--- config.mk ---
export PLATFORM = sky130hd
export DESIGN_NAME = uart_wake_rx
export DESIGN_NICKNAME = d
export VERILOG_FILES = /design/src/rtl/uart_wake_pkg.sv /design/src/rtl/uart_wake_dp.sv /design/src/rtl/uart_wake_ctrl.sv /design/src/rtl/uart_wake_rx.sv
export SDC_FILE = /design/constraint.sdc
export NUM_CORES = 1
export LEC_CHECK = 0
export ABC_AREA = 1
export BUFFER_PORTS_ARGS = -buffer_cell sky130_fd_sc_hd__buf_4
export CORE_MARGIN = 2
export CORE_UTILIZATION = 45
export DETAILED_ROUTE_END_ITERATION = 16
export PLACE_DENSITY = 0.66
export SLEW_MARGIN = 20
export SYNTH_ARGS = -nofsm -noshare
export SYNTH_HDL_FRONTEND = slang
export SYNTH_SLANG_ARGS = --single-unit
--- constraint.sdc ---
create_clock -name clk -period 1.2 [get_ports clk]
set_clock_uncertainty 0.1 [all_clocks]
set_input_delay 0.06 -clock clk [delete_from_list [all_inputs] [get_ports clk]]
set_output_delay 0.06 -clock clk [all_outputs]
set_load 0.005 [all_outputs]
--- src/rtl/uart_wake_pkg.sv ---
package uart_wake_pkg;
  typedef enum logic [1:0] {ST_WAIT, ST_DATA, ST_STOP} rxState_t;

  typedef struct packed {
    logic shiftEn;
    logic loadEn;
    logic onesInc;
    logic onesClr;
  } dpStrobe_t;
endpackage

--- src/rtl/uart_wake_dp.sv ---
module uart_wake_dp
  import uart_wake_pkg::*;
#(
  parameter int DATA_BITS = 8
) (
  input  logic                 clk,
  input  logic                 rstN,
  input  logic                 rxIn,
  input  dpStrobe_t            stb,
  output logic [DATA_BITS-1:0] shByte,
  output logic [DATA_BITS-1:0] rxData,
  output logic                 idleHit
);
  localparam int FRAME_BITS = DATA_BITS + 2;
  localparam int CNT_W      = $clog2(FRAME_BITS + 1);

  logic [CNT_W-1:0] onesCnt;

  always_ff @(posedge clk or negedge rstN) begin
    if (!rstN) begin
      shByte  <= '0;
      rxData  <= '0;
      onesCnt <= '0;
    end else begin
      if (stb.shiftEn) shByte <= {rxIn, shByte[DATA_BITS-1:1]};
      if (stb.loadEn)  rxData <= shByte;
      if (stb.onesClr)
        onesCnt <= '0;
      else if (stb.onesInc && onesCnt < CNT_W'(FRAME_BITS))
        onesCnt <= onesCnt + 1'b1;
    end
  end

  assign idleHit = stb.onesInc && (onesCnt == CNT_W'(FRAME_BITS - 1));
endmodule

--- src/rtl/uart_wake_ctrl.sv ---
module uart_wake_ctrl
  import uart_wake_pkg::*;
#(
  parameter int DATA_BITS = 8
) (
  input  logic                 clk,
  input  logic                 rstN,
  input  logic                 rxIn,
  input  logic                 bitTick,
  input  logic                 idleLong,
  input  logic                 wakeAddrMode,
  input  logic                 sleepSet,
  input  logic                 sleepClr,
  input  logic                 statusRd,
  input  logic                 dataRd,
  input  logic [DATA_BITS-1:0] shByte,
  input  logic                 idleHit,
  output dpStrobe_t            stb,
  output logic                 fullReg,
  output logic                 idleReg,
  output logic                 errReg,
  output logic                 sleepReg
);
  localparam int BIT_W = $clog2(DATA_BITS);

  rxState_t       state;
  logic [BIT_W-1:0] bitCnt;
  logic           armed;
  logic           statusSeen;
  logic           frameDone;
  logic           addrWake;
  logic           deliver;
  logic           hwWake;
  logic           idleSetNow;
  logic           clearNow;

  always_comb begin
    frameDone  = bitTick && (state == ST_STOP);
    addrWake   = frameDone && sleepReg && wakeAddrMode && shByte[DATA_BITS-1];
    deliver    = frameDone && (!sleepReg || addrWake);
    hwWake     = addrWake || (sleepReg && !wakeAddrMode && idleHit);
    idleSetNow = idleHit && armed && !sleepReg;
    clearNow   = dataRd && statusSeen;
    stb.shiftEn = bitTick && (state == ST_DATA);
    stb.loadEn  = deliver;
    stb.onesClr = bitTick && !rxIn;
    stb.onesInc = bitTick && rxIn && (!idleLong || state == ST_WAIT);
  end

  always_ff @(posedge clk or negedge rstN) begin
    if (!rstN) begin
      state  <= ST_WAIT;
      bitCnt <= '0;
    end else if (bitTick) begin
      unique case (state)
        ST_WAIT: if (!rxIn) begin
          state  <= ST_DATA;
          bitCnt <= '0;
        end
        ST_DATA: begin
          bitCnt <= bitCnt + 1'b1;
          if (bitCnt == BIT_W'(DATA_BITS - 1)) state <= ST_STOP;
        end
        default: state <= ST_WAIT;
      endcase
    end
  end

  always_ff @(posedge clk or negedge rstN) begin
    if (!rstN) begin
      fullReg    <= 1'b0;
      idleReg    <= 1'b0;
      errReg     <= 1'b0;
      armed      <= 1'b1;
      statusSeen <= 1'b0;
      sleepReg   <= 1'b0;
    end else begin
      if (clearNow) begin
        fullReg <= 1'b0;
        idleReg <= 1'b0;
        errReg  <= 1'b0;
      end
      if (deliver) begin
        fullReg <= 1'b1;
        armed   <= 1'b1;
        if (!rxIn) errReg <= 1'b1;
      end
      if (idleSetNow) begin
        idleReg <= 1'b1;
        armed   <= 1'b0;
      end
      if (statusRd)    statusSeen <= 1'b1;
      else if (dataRd) statusSeen <= 1'b0;
      if (sleepSet)                sleepReg <= 1'b1;
      else if (sleepClr || hwWake) sleepReg <= 1'b0;
    end
  end
endmodule

--- src/rtl/uart_wake_rx.sv ---
module uart_wake_rx
  import uart_wake_pkg::*;
#(
  parameter int DATA_BITS = 8
) (
  input  logic                 clk,
  input  logic                 rstN,
  input  logic                 rxIn,
  input  logic                 bitTick,
  input  logic                 idleLong,
  input  logic                 idleIntEn,
  input  logic                 wakeAddrMode,
  input  logic                 sleepSet,
  input  logic                 sleepClr,
  input  logic                 statusRd,
  input  logic                 dataRd,
  output logic [DATA_BITS-1:0] rxData,
  output logic                 rxFull,
  output logic                 idleFlag,
  output logic                 frameErr,
  output logic                 irq,
  output logic                 sleeping
);
  dpStrobe_t            stb;
  logic [DATA_BITS-1:0] shByte;
  logic                 idleHit;
  logic                 fullReg, idleReg, errReg, sleepReg;

  uart_wake_dp #(.DATA_BITS(DATA_BITS)) u_dp (
    .clk(clk), .rstN(rstN), .rxIn(rxIn), .stb(stb),
    .shByte(shByte), .rxData(rxData), .idleHit(idleHit)
  );

  uart_wake_ctrl #(.DATA_BITS(DATA_BITS)) u_ctrl (
    .clk(clk), .rstN(rstN), .rxIn(rxIn), .bitTick(bitTick),
    .idleLong(idleLong), .wakeAddrMode(wakeAddrMode),
    .sleepSet(sleepSet), .sleepClr(sleepClr),
    .statusRd(statusRd), .dataRd(dataRd),
    .shByte(shByte), .idleHit(idleHit), .stb(stb),
    .fullReg(fullReg), .idleReg(idleReg), .errReg(errReg), .sleepReg(sleepReg)
  );

  assign sleeping = sleepReg;
  assign rxFull   = fullReg && !sleepReg;
  assign idleFlag = idleReg && !sleepReg;
  assign frameErr = errReg && !sleepReg;
  assign irq      = idleReg && idleIntEn && !sleepReg;
endmodule

==> results of run 1 <==
==> synth_stat cells (4+ instances only) <==
cell type / instances / area share (%)
nand2_1: 43 / 11
dfrtp_1: 30 / 52
inv_1: 28 / 7.3
nor2_1: 11 / 2.9
nand3_1: 10 / 3.5
o21ai_0: 8 / 2.8
o21ai_1: 7 / 2.4
o21ai_2: 5 / 3.0
ha_1: 4 / 3.5
nand4_1: 4 / 1.7
==> kinds of logic (layout without fill, tap and decap cells) <==
logic type,after synthesis,in the layout,synth area share [%]
simple gates,70,70,20.1
buf+inv,32,87,9.18
xor+xnor,1,1,0.606
mux,1,1,0.693
fa+ha+maj,4,4,3.46
flops,31,31,53.8
compound gates,26,26,12.2
==> critical path, cell delays in order, from the launching register on <==
cell	delay, ps
dfrtp_1	460
nand2_2	110
nor2_4	140
o21ai_4	90
buf_6	140
nand2_2	50
o21ai_2	50
==> power by group through the flow <==
stage	combinational, mW	sequential (mW)	clock [mW]
global placement	1.16	1.63	0
finish	1.44	1.69	0.583
detailed placement	1.21	1.64	0
floorplan	0.636	1.63	0
CTS	1.37	1.67	0.606
global route	1.63	1.74	0.642
==> registers in the layout (all words and copies together) (netlist names) <==
register,cells
u_dp.rxData,8
u_dp.shByte,8
u_dp.onesCnt,4
u_ctrl.bitCnt,3
u_ctrl.state,2
u_ctrl.armed,1
u_ctrl.errReg,1
u_ctrl.fullReg,1
u_ctrl.idleReg,1
u_ctrl.sleepReg,1
u_ctrl.statusSeen,1
==> metrics by stage <==
step | util (%) | power (mW) | std cells | setup slack [ps] | area, sq um
detailed placement | 57.8 | 2.85 | 244 | -108 | 1760
finish | 68.2 | 3.71 | 264 | -67.4 | 2080
global route | 68.2 | 4.01 | 264 | -161 | 2080
global placement | 57.8 | 2.79 | 244 | -62.8 | 1760
floorplan | - | 2.27 | 165 | 1.99 | 1450
CTS | 65.8 | 3.65 | 263 | -61.3 | 2010
==> area by class of cell <==
type	count	share of cell area, %
flip-flops and latches	31	37.4
multi-input cells	102	31.7
repair buffers	50	20.7
inverters	29	5.23
well taps	44	2.64
clock buffers	8	2.34
==> per-layer routing <==
metal  global-route usage (%)  routed length (um)  vias up
met1                     24.8                1360      616
met3                     6.18                 174        7
li1                         -                   -      629
met2                     34.9                1670       31
met5                        0                   0        -
met4                     12.4                  66        0
==> path summary, 6_finish.rpt <==
check                      cells past startpoint                 to  slack [ps]
max                                            6     u_dp.rxData[3]         -70
min                                            2    u_dp.onesCnt[0]          80
max reg2reg                                    6     u_dp.rxData[3]         -70
min reg2reg                                    2     u_dp.rxData[6]         390
max in group asynchronous                      2       u_ctrl.armed         580
min in group clk                               3  u_ctrl.statusSeen         350
==> repair_timing <==
| item | in CTS | in global routing |
|---|---|---|
| pin swaps | 13 | 7 |
| endpoints found under the hold margin | 41 | 0 |
| hold buffers | 9 | 0 |
| endpoints found under the setup margin | 28 | 35 |
| buffers inserted | 2 | 1 |
| resized for setup | 30 | 18 |
==> flow_summary.yaml, run 1 <==
synth:
  async_flop_share_pct: 100
  synth_area_sq_um: 1450
  synth_cells: 165
  synthFlopType: "dfrtp_1"
  synth-seq-cells: 31
  ys_seq_area_share_pct: 53.8
  synth_edf_count: 0
  syn_nets: 180
  avgSynthCellArea_sq_um: 8.76
  yosysUniqueCellTypes: 25
  ys.warnings.count: 0
placed_design:
  place.gp.congestion: 0.717
  io_buffers: 23
  dpl.hpwl_um: 2100
hold_path:
  hp-class: "input port to async pin"
finish:
  area_growth_pct: 44.1
  mostFrequentLayoutCells: "nand2_1 (33), buf_4 (32), dfrtp_1 (29)"
  layout-drive-gt1-share_pct: 38.2
  mostFrequentLayoutCell: "nand2_1"
  fill_cells: 246
  nNetsFinal: 234
  multi_input_area_sq_um: 659
  diodes: 0
  regArea_sq_um: 778
floorplan:
  die-width_um: 60.7
  fp.coreArea_sq_um: 3050
  io_pins: 24
  die_area_sq_um: 3680
  row_count: 20
  start_util_pct: 47.3
  die_h_um: 60.7
grt:
  grt_pass1_wl_um: 5530
  grt_use_total_pct: 21.3
  grt_antenna_before_repair: 0
  grt_max_degree: 32
  grt_pass1_vias: 1285
  gr-total-overflow: 0
pwr:
  comb_power_share_pct: 38.8
  switching_power_mw: 1.33
  pwr-share-seq_pct: 45.5
  p_leak_nw: 1.04
  power.share.switching_pct: 35.9
  vdd_drop_max_mv: 0.868
  p_int_mw: 2.38
  clockPowerShare_pct: 15.7
  powerDensity_nw_per_um2: 1780
sta:
  hold_viol_final: 0
  fmax_ghz: 0.789
  drv_slew: 0
  final.setup.tns_ps: -1050
  post-route-period-util_pct: 106
  setup_viol: 26
  whs_ps: 82.7
  rsz0062_at_grt: "yes"
  final.min_clock_period_ps: 1270
  final.setup.worst_slack_ps: -67.4
  worst_pin_slew_ps: 402
  slew_headroom_pct: 73.2
route:
  num_vias: 1283
  wl_um: 3270
  drt-initial-drc-count: 56
  wl_per_cell_um: 12.4
  viasPerCell: 4.86
  detail-route-antenna-nets: 0
  drc_errors: 0
  first_pass_iters: 4
worst_setup_path:
  required_ps: 1330
  crit_type: "register to register"
  start_kind: "register"
  end_kind: "register"
  timing.rr.start: "u_ctrl.state[1]"
  worst-path-max-fanout: 6
  crit_path_start: "u_ctrl.state[1]"
  crit_arrival_ps: 1400
clocking:
  cts_tree: "yes"
  h-tree-depth: 2
  cts-buffers-inserted: 5
  cts_root_buf: "clkbuf_4"
  numClockSinks: 31
  clkTransAtPathRegs_ps: 90
  clockBufferDepth: 2
  clk_latency_ps: 340
run_status:
  outcome: "complete, but fails checks"
  violations: "setup timing"
job:
  cap_violations: 0
No activity file was read; power rests on OpenSTA's default activity.
==> inputs of run 2 (changes only) <==
--- a/config.mk
+++ b/config.mk
@@ -5,7 +5,6 @@
 export SDC_FILE = /design/constraint.sdc
 export NUM_CORES = 1
 export LEC_CHECK = 0
-export ABC_AREA = 1
 export BUFFER_PORTS_ARGS = -buffer_cell sky130_fd_sc_hd__buf_4
 export CORE_MARGIN = 2
 export CORE_UTILIZATION = 45
==> constraint.sdc (replaced) <==
create_clock -name clk -period 1.2 [get_ports clk]
set_clock_uncertainty 0.1 [all_clocks]
set_input_delay 0.12 -clock clk [delete_from_list [all_inputs] [get_ports clk]]
set_output_delay 0.12 -clock clk [all_outputs]
set_load 0.005 [all_outputs]
==> run 2 against run 1 <==
The flow still finishes with violations (setup timing). Cell count down 22%. Global-route usage is 4.3 points lower. Critical path depth is 2 lower. Final area shrank 1.1%. Maximum frequency shrank 10%. Synthesized cell count fell by 34%. Highest routed layer unchanged. Wire length down 16%.
==> flow_summary.yaml, run 2 <==
floorplan:
  die-width_um: 60.0
  die_h_um: 60.0
  row_count: 20
  fp.coreArea_sq_um: 3030
  start_util_pct: 46.6
  io_pins: 24
  die_area_sq_um: 3600
worst_setup_path:
  worst-path-max-fanout: 4
  crit_arrival_ps: 1190
  required_ps: 980
  start_kind: "register"
  end_kind: "primary output"
  crit_type: "register to primary output"
  rrSetupSlack_ps: -210
pwr:
  pwr-share-seq_pct: 42.5
  switching_power_mw: 1.02
  total_power_mw: 3.71
  vdd_drop_max_mv: 1.10
  power.share.switching_pct: 27.6
  powerDensity_nw_per_um2: 1800
  clockPowerShare_pct: 22.7
  p_leak_nw: 0.991
  p_int_mw: 2.69
  comb_power_share_pct: 34.8
finish:
  nNetsFinal: 175
  regArea_sq_um: 777
  multi_input_area_sq_um: 727
  mostFrequentLayoutCells: "buf_4 (31), dfrtp_1 (30), mux2_4 (16)"
  reg_top3: "u_dp.rxData x8, u_dp.shByte x8, u_dp.onesCnt x4"
  diodes: 0
  layout-drive-gt1-share_pct: 53.4
  fill_cells: 215
  area_growth_pct: 46.1
  mostFrequentLayoutCell: "buf_4"
sta:
  hold_viol_final: 0
  worst_pin_slew_ps: 386
  drv_slew: 0
  post-route-period-util_pct: 117
  setup_viol: 31
  slew_headroom_pct: 74.3
  rsz0062_at_grt: "yes"
  fmax_ghz: 0.710
  final.min_clock_period_ps: 1410
  final.setup.worst_slack_ps: -209
synth:
  yosysUniqueCellTypes: 35
  async_flop_share_pct: 100
  ys_top_cells_by_count: "dfrtp_1 (30), mux2_2 (11), nand2_1 (8), mux2_4 (6), inv_1 (5)"
  synthTopCellsByArea: "dfrtp_1 (53%), mux2_2 (8.8%), mux2_4 (6.4%)"
  synth_cells: 109
  synth_area_sq_um: 1410
  synthFlopType: "dfrtp_1"
  ys.warnings.count: 0
  synth_edf_count: 0
  syn_nets: 124
  synth_most_common_cell: "dfrtp_1"
  avgSynthCellArea_sq_um: 12.9
  synth_top_area_share_pct: 53.2
  synth-seq-cells: 31
  synth_top_area_cell: "dfrtp_1"
  ys_seq_area_share_pct: 55.1
route:
  viasPerCell: 5.04
  drc_errors: 0
  wl_per_cell_um: 13.3
  first_pass_iters: 4
  num_vias: 1033
  met2WireLength_um: 1380
  detail-route-antenna-nets: 0
  drt-initial-drc-count: 45
  top_layer_used: "met4"
  wirelength_met1_um: 1220
  wl_met3_um: 93
  wl_um: 2730
job:
  cap_violations: 0
clocking:
  cts_root_buf: "clkbuf_4"
  cts_tree: "yes"
  numClockSinks: 31
  clkTransAtPathRegs_ps: 100
  clk_latency_ps: 330
  clockBufferDepth: 2
  cts-buffers-inserted: 5
  h-tree-depth: 2
grt:
  grt_antenna_before_repair: 0
  gr-total-overflow: 0
  grt_max_degree: 32
  grt_pass1_wl_um: 4510
  grt_pass1_vias: 1057
  grt_use_total_pct: 16.9
placed_design:
  place.gp.congestion: 0.797
  dpl.hpwl_um: 1890
  io_buffers: 23
  dp_slack_ps: -212
run_status:
  violations: "setup timing"
  outcome: "complete, but fails checks"
hold_path:
  hp-class: "input port to register"
run 2: worst paths after layout:
check,start,to,cells after the start
max,u_ctrl.sleepReg,irq,4
min,bitTick,u_ctrl.state[0],4
max reg2reg,u_ctrl.state[1],u_dp.shByte[0],3
min reg2reg,u_ctrl.fullReg,u_ctrl.fullReg,1
max in group asynchronous,rstN,u_ctrl.armed,2
min in group asynchronous,rstN,u_dp.onesCnt[3],2
run 2: cell type report:
cell class	instances	area share (%)
well taps	44	2.67
flip-flops and latches	31	37.7
clock inverters	2	1.70
clock buffers	6	2.49
inverters	5	0.911
repair buffers	46	19.2
multi-input cells	71	35.3
run 2: through the flow:
step | cells | utilization, % | hold slack, ps | area [sq um] | TNS (ps)
final | 205 | 68.0 | 24.9 | 2060 | -4300
after global routing | 205 | 68.0 | 23.8 | 2060 | -6670
after CTS | 204 | 66.6 | 14.5 | 2020 | -4380
after detailed placement | 188 | 58.5 | -26.5 | 1770 | -3380
after global placement | 188 | 58.5 | -29.0 | 1770 | -2840
after floorplan | 109 | - | -276 | 1460 | -2820
run 2: routing by layer:
| layer | global-route usage (%) | vias up |
|---|---|---|
| met5 | 0 | - |
| met4 | 5.71 | 0 |
| met3 | 4.55 | 6 |
| met2 | 28.0 | 23 |
| met1 | 21.4 | 512 |
| li1 | - | 492 |
run 2: power by group through the flow:
stage	Sequential [mW]	Combinational [mW]	Clock, mW
6_report	1.58	1.29	0.843
4_1_cts	1.58	1.25	0.858
5_1_grt	1.61	1.41	0.915
3_3_place_gp	1.58	1.07	0
3_5_place_dp	1.60	1.10	0
2_1_floorplan	1.58	0.701	0
run 2: logic make-up (layout without fill, tap and decap cells):
| family | Yosys count | after routing | share of synthesized area [%] |
|---|---|---|---|
| multiplexers | 18 | 18 | 15.9 |
| adder cells (fa/ha/maj) | 4 | 4 | 3.55 |
| AO/OA/AOI/OAI | 19 | 19 | 10.4 |
| AND/OR/NAND/NOR | 29 | 30 | 11.8 |
| flip-flops | 31 | 31 | 55.1 |
| buffers and inverters | 8 | 59 | 3.28 |
run 2: what timing repair did:
| action | CTS | global route |
|---|---|---|
| resized for setup | 20 | 11 |
| hold buffers | 5 | 0 |
| endpoints found under the hold margin | 35 | 0 |
| pin swaps | 11 | 6 |
| setup buffers | 4 | 0 |
| setup endpoints to repair | 33 | 35 |
| gates cloned | 0 | 1 |
run 2: worst max-delay path, stage by stage, from the launching register on:
cell,delay (ps)
dfrtp_1,400
buf_6,140
nor2b_4,110
and2_4,140
buf_6,80
==> inputs of run 3 (changes only) <==
--- a/config.mk
+++ b/config.mk
@@ -8,8 +8,11 @@
 export BUFFER_PORTS_ARGS = -buffer_cell sky130_fd_sc_hd__buf_4
 export CORE_MARGIN = 2
 export CORE_UTILIZATION = 45
+export CTS_CLUSTER_DIAMETER = 30
 export DETAILED_ROUTE_END_ITERATION = 16
+export HOLD_SLACK_MARGIN = 0.12
 export PLACE_DENSITY = 0.66
+export SKIP_LAST_GASP = 1
 export SLEW_MARGIN = 20
 export SYNTH_ARGS = -nofsm -noshare
 export SYNTH_HDL_FRONTEND = slang
==> run 3 against run 2 <==
The run still ends with setup timing left. Core utilization grew 0.54 points. Flip-flop and latch count is the same. Non-clock buffer count grew 2. Total power shrank 0.16%. Largest power group unchanged. Cell count grew 0.98%. Global-route usage grew 0.091 points. Die area is the same. Final area grew 0.79%. Setup slack lost 9.1 ps. Largest cell class unchanged.
==> flow_summary.yaml, run 3 (synthesized netlist as in run 2, its figures left out) <==
run_status:
  outcome: "complete, but fails checks"
  violations: "setup timing"
route:
  wl_um: 2740
  viasPerCell: 5.10
  wl_per_cell_um: 13.3
  num_vias: 1055
  drc_errors: 0
  detail-route-antenna-nets: 0
  drt-initial-drc-count: 41
  first_pass_iters: 4
pwr:
  comb_power_share_pct: 34.8
  pwr-share-seq_pct: 42.5
  total_power_mw: 3.71
  switching_power_mw: 1.02
  power.share.switching_pct: 27.5
  vdd_drop_max_mv: 1.11
  powerDensity_nw_per_um2: 1780
  p_leak_nw: 0.998
  p_int_mw: 2.69
  clockPowerShare_pct: 22.8
finish:
  layout-drive-gt1-share_pct: 52.8
  area_growth_pct: 47.2
  fill_cells: 217
  diodes: 0
  mostFrequentLayoutCell: "buf_4"
  mostFrequentLayoutCells: "buf_4 (32), dfrtp_1 (30), mux2_4 (16)"
  nNetsFinal: 177
  reg_top3: "u_dp.rxData x8, u_dp.shByte x8, u_dp.onesCnt x4"
  design_area_sq_um: 2080
  post-route-util_pct: 68.6
grt:
  grt_pass1_vias: 1057
  grt_pass1_wl_um: 4550
  gr-total-overflow: 0
  grt_max_degree: 32
  grt_antenna_before_repair: 0
  grt_use_total_pct: 17.0
clocking:
  clk_latency_ps: 320
  holdBufCountCts: 7
  h-tree-depth: 2
  cts-buffers-inserted: 5
  clkTransAtPathRegs_ps: 100
  numClockSinks: 31
  cts_root_buf: "clkbuf_4"
  cts_tree: "yes"
  clockBufferDepth: 2
worst_setup_path:
  required_ps: 1300
  worst-path-max-fanout: 5
  rrSetupSlack_ps: -220
  crit_type: "register to register"
  end_kind: "register"
  timing.rr.start: "u_ctrl.state[1]"
  start_kind: "register"
  crit_arrival_ps: 1520
  regToRegEndpoint: "u_dp.shByte[0]"
  ff2ff_path_depth: 3
sta:
  worst_pin_slew_ps: 387
  hold_viol_final: 0
  slew_headroom_pct: 74.2
  final.setup.worst_slack_ps: -218
  drv_slew: 0
  post-route-period-util_pct: 118
  setup_viol: 31
  final.min_clock_period_ps: 1420
  fmax_ghz: 0.705
  rsz0062_at_grt: "yes"
  whs_ps: 98.1
hold_path:
  hp-class: "input port to register"
  min_from: "wakeAddrMode"
  hold_path_depth: 4
  hold_end: "u_ctrl.sleepReg"
floorplan:
  fp.coreArea_sq_um: 3030
  io_pins: 24
  start_util_pct: 46.6
  die-width_um: 60.0
  die_area_sq_um: 3600
  die_h_um: 60.0
  row_count: 20
placed_design:
  place_area_sq_um: 1770
  dpl.hpwl_um: 1890
  io_buffers: 23
  place.gp.congestion: 0.797
job:
  cap_violations: 0
run 3: cell types whose count changed in the layout (fill, tap and decap cells not counted), sizes merged:
| cell | previous run | this run |
|---|---|---|
| dlygate4sd3 | 5 | 7 |
run 3: worst max path at each step:
stage | from | endpoint | slack [ps]
2_1_floorplan | u_ctrl.state[0] | u_dp.rxData[0] | -210
3_3_place_gp | u_ctrl.state[0] | u_dp.rxData[4] | -180
3_5_place_dp | u_ctrl.state[0] | u_dp.rxData[4] | -210
4_1_cts | u_ctrl.state[0] | u_dp.rxData[5] | -200
5_1_grt | u_ctrl.state[1] | u_dp.shByte[1] | -290
6_report | u_ctrl.state[1] | u_dp.shByte[0] | -220
run 3: through the flow:
stage	setup TNS [ps]	cells	setup WS (ps)
5_1_grt	-6930	207	-287
6_report	-4350	207	-218
4_1_cts	-4450	206	-205
3_3_place_gp	-2840	188	-184
2_1_floorplan	-2820	109	-210
3_5_place_dp	-3380	188	-212
run 3: repair_timing:
item                       in CTS  in global routing
hold endpoints to repair       41                  1
pin swaps                      10                  6
resized for setup              18                 12
cloned                          0                  1
setup endpoints to repair      33                 35
setup buffers                   4                  0
run 3: worst max-delay path: stages (launching register included):
cell     delay (ps)
dfrtp_1         420
nor2b_1         230
and2_4          250
mux2_4          300
run 3: layout make-up:
type	count	area [sq um]	share of cell area (%)
sequential	31	777	37.4
clock buffer	6	51.3	2.47
inverter	5	18.8	0.904
clock inverter	2	35.0	1.69
multi-input combinational	71	727	35.0
timing repair buffer	48	412	19.8
tap	44	55.1	2.65
run 3: power groups by stage:
stage | combinational (mW) | sequential (mW) | clock [mW]
2_1_floorplan | 0.701 | 1.58 | 0
3_3_place_gp | 1.07 | 1.58 | 0
3_5_place_dp | 1.10 | 1.60 | 0
4_1_cts | 1.24 | 1.58 | 0.858
5_1_grt | 1.40 | 1.61 | 0.915
6_report | 1.29 | 1.57 | 0.843
run 3: routing by layer:
| layer | GRT usage, % | up-vias | part of all wire (%) |
|---|---|---|---|
| li1 | - | 496 | - |
| met1 | 21.8 | 526 | 45 |
| met2 | 27.8 | 29 | 50 |
| met3 | 4.55 | 4 | 3.8 |
| met4 | 5.71 | 0 | 0.98 |
| met5 | 0 | - | 0 |
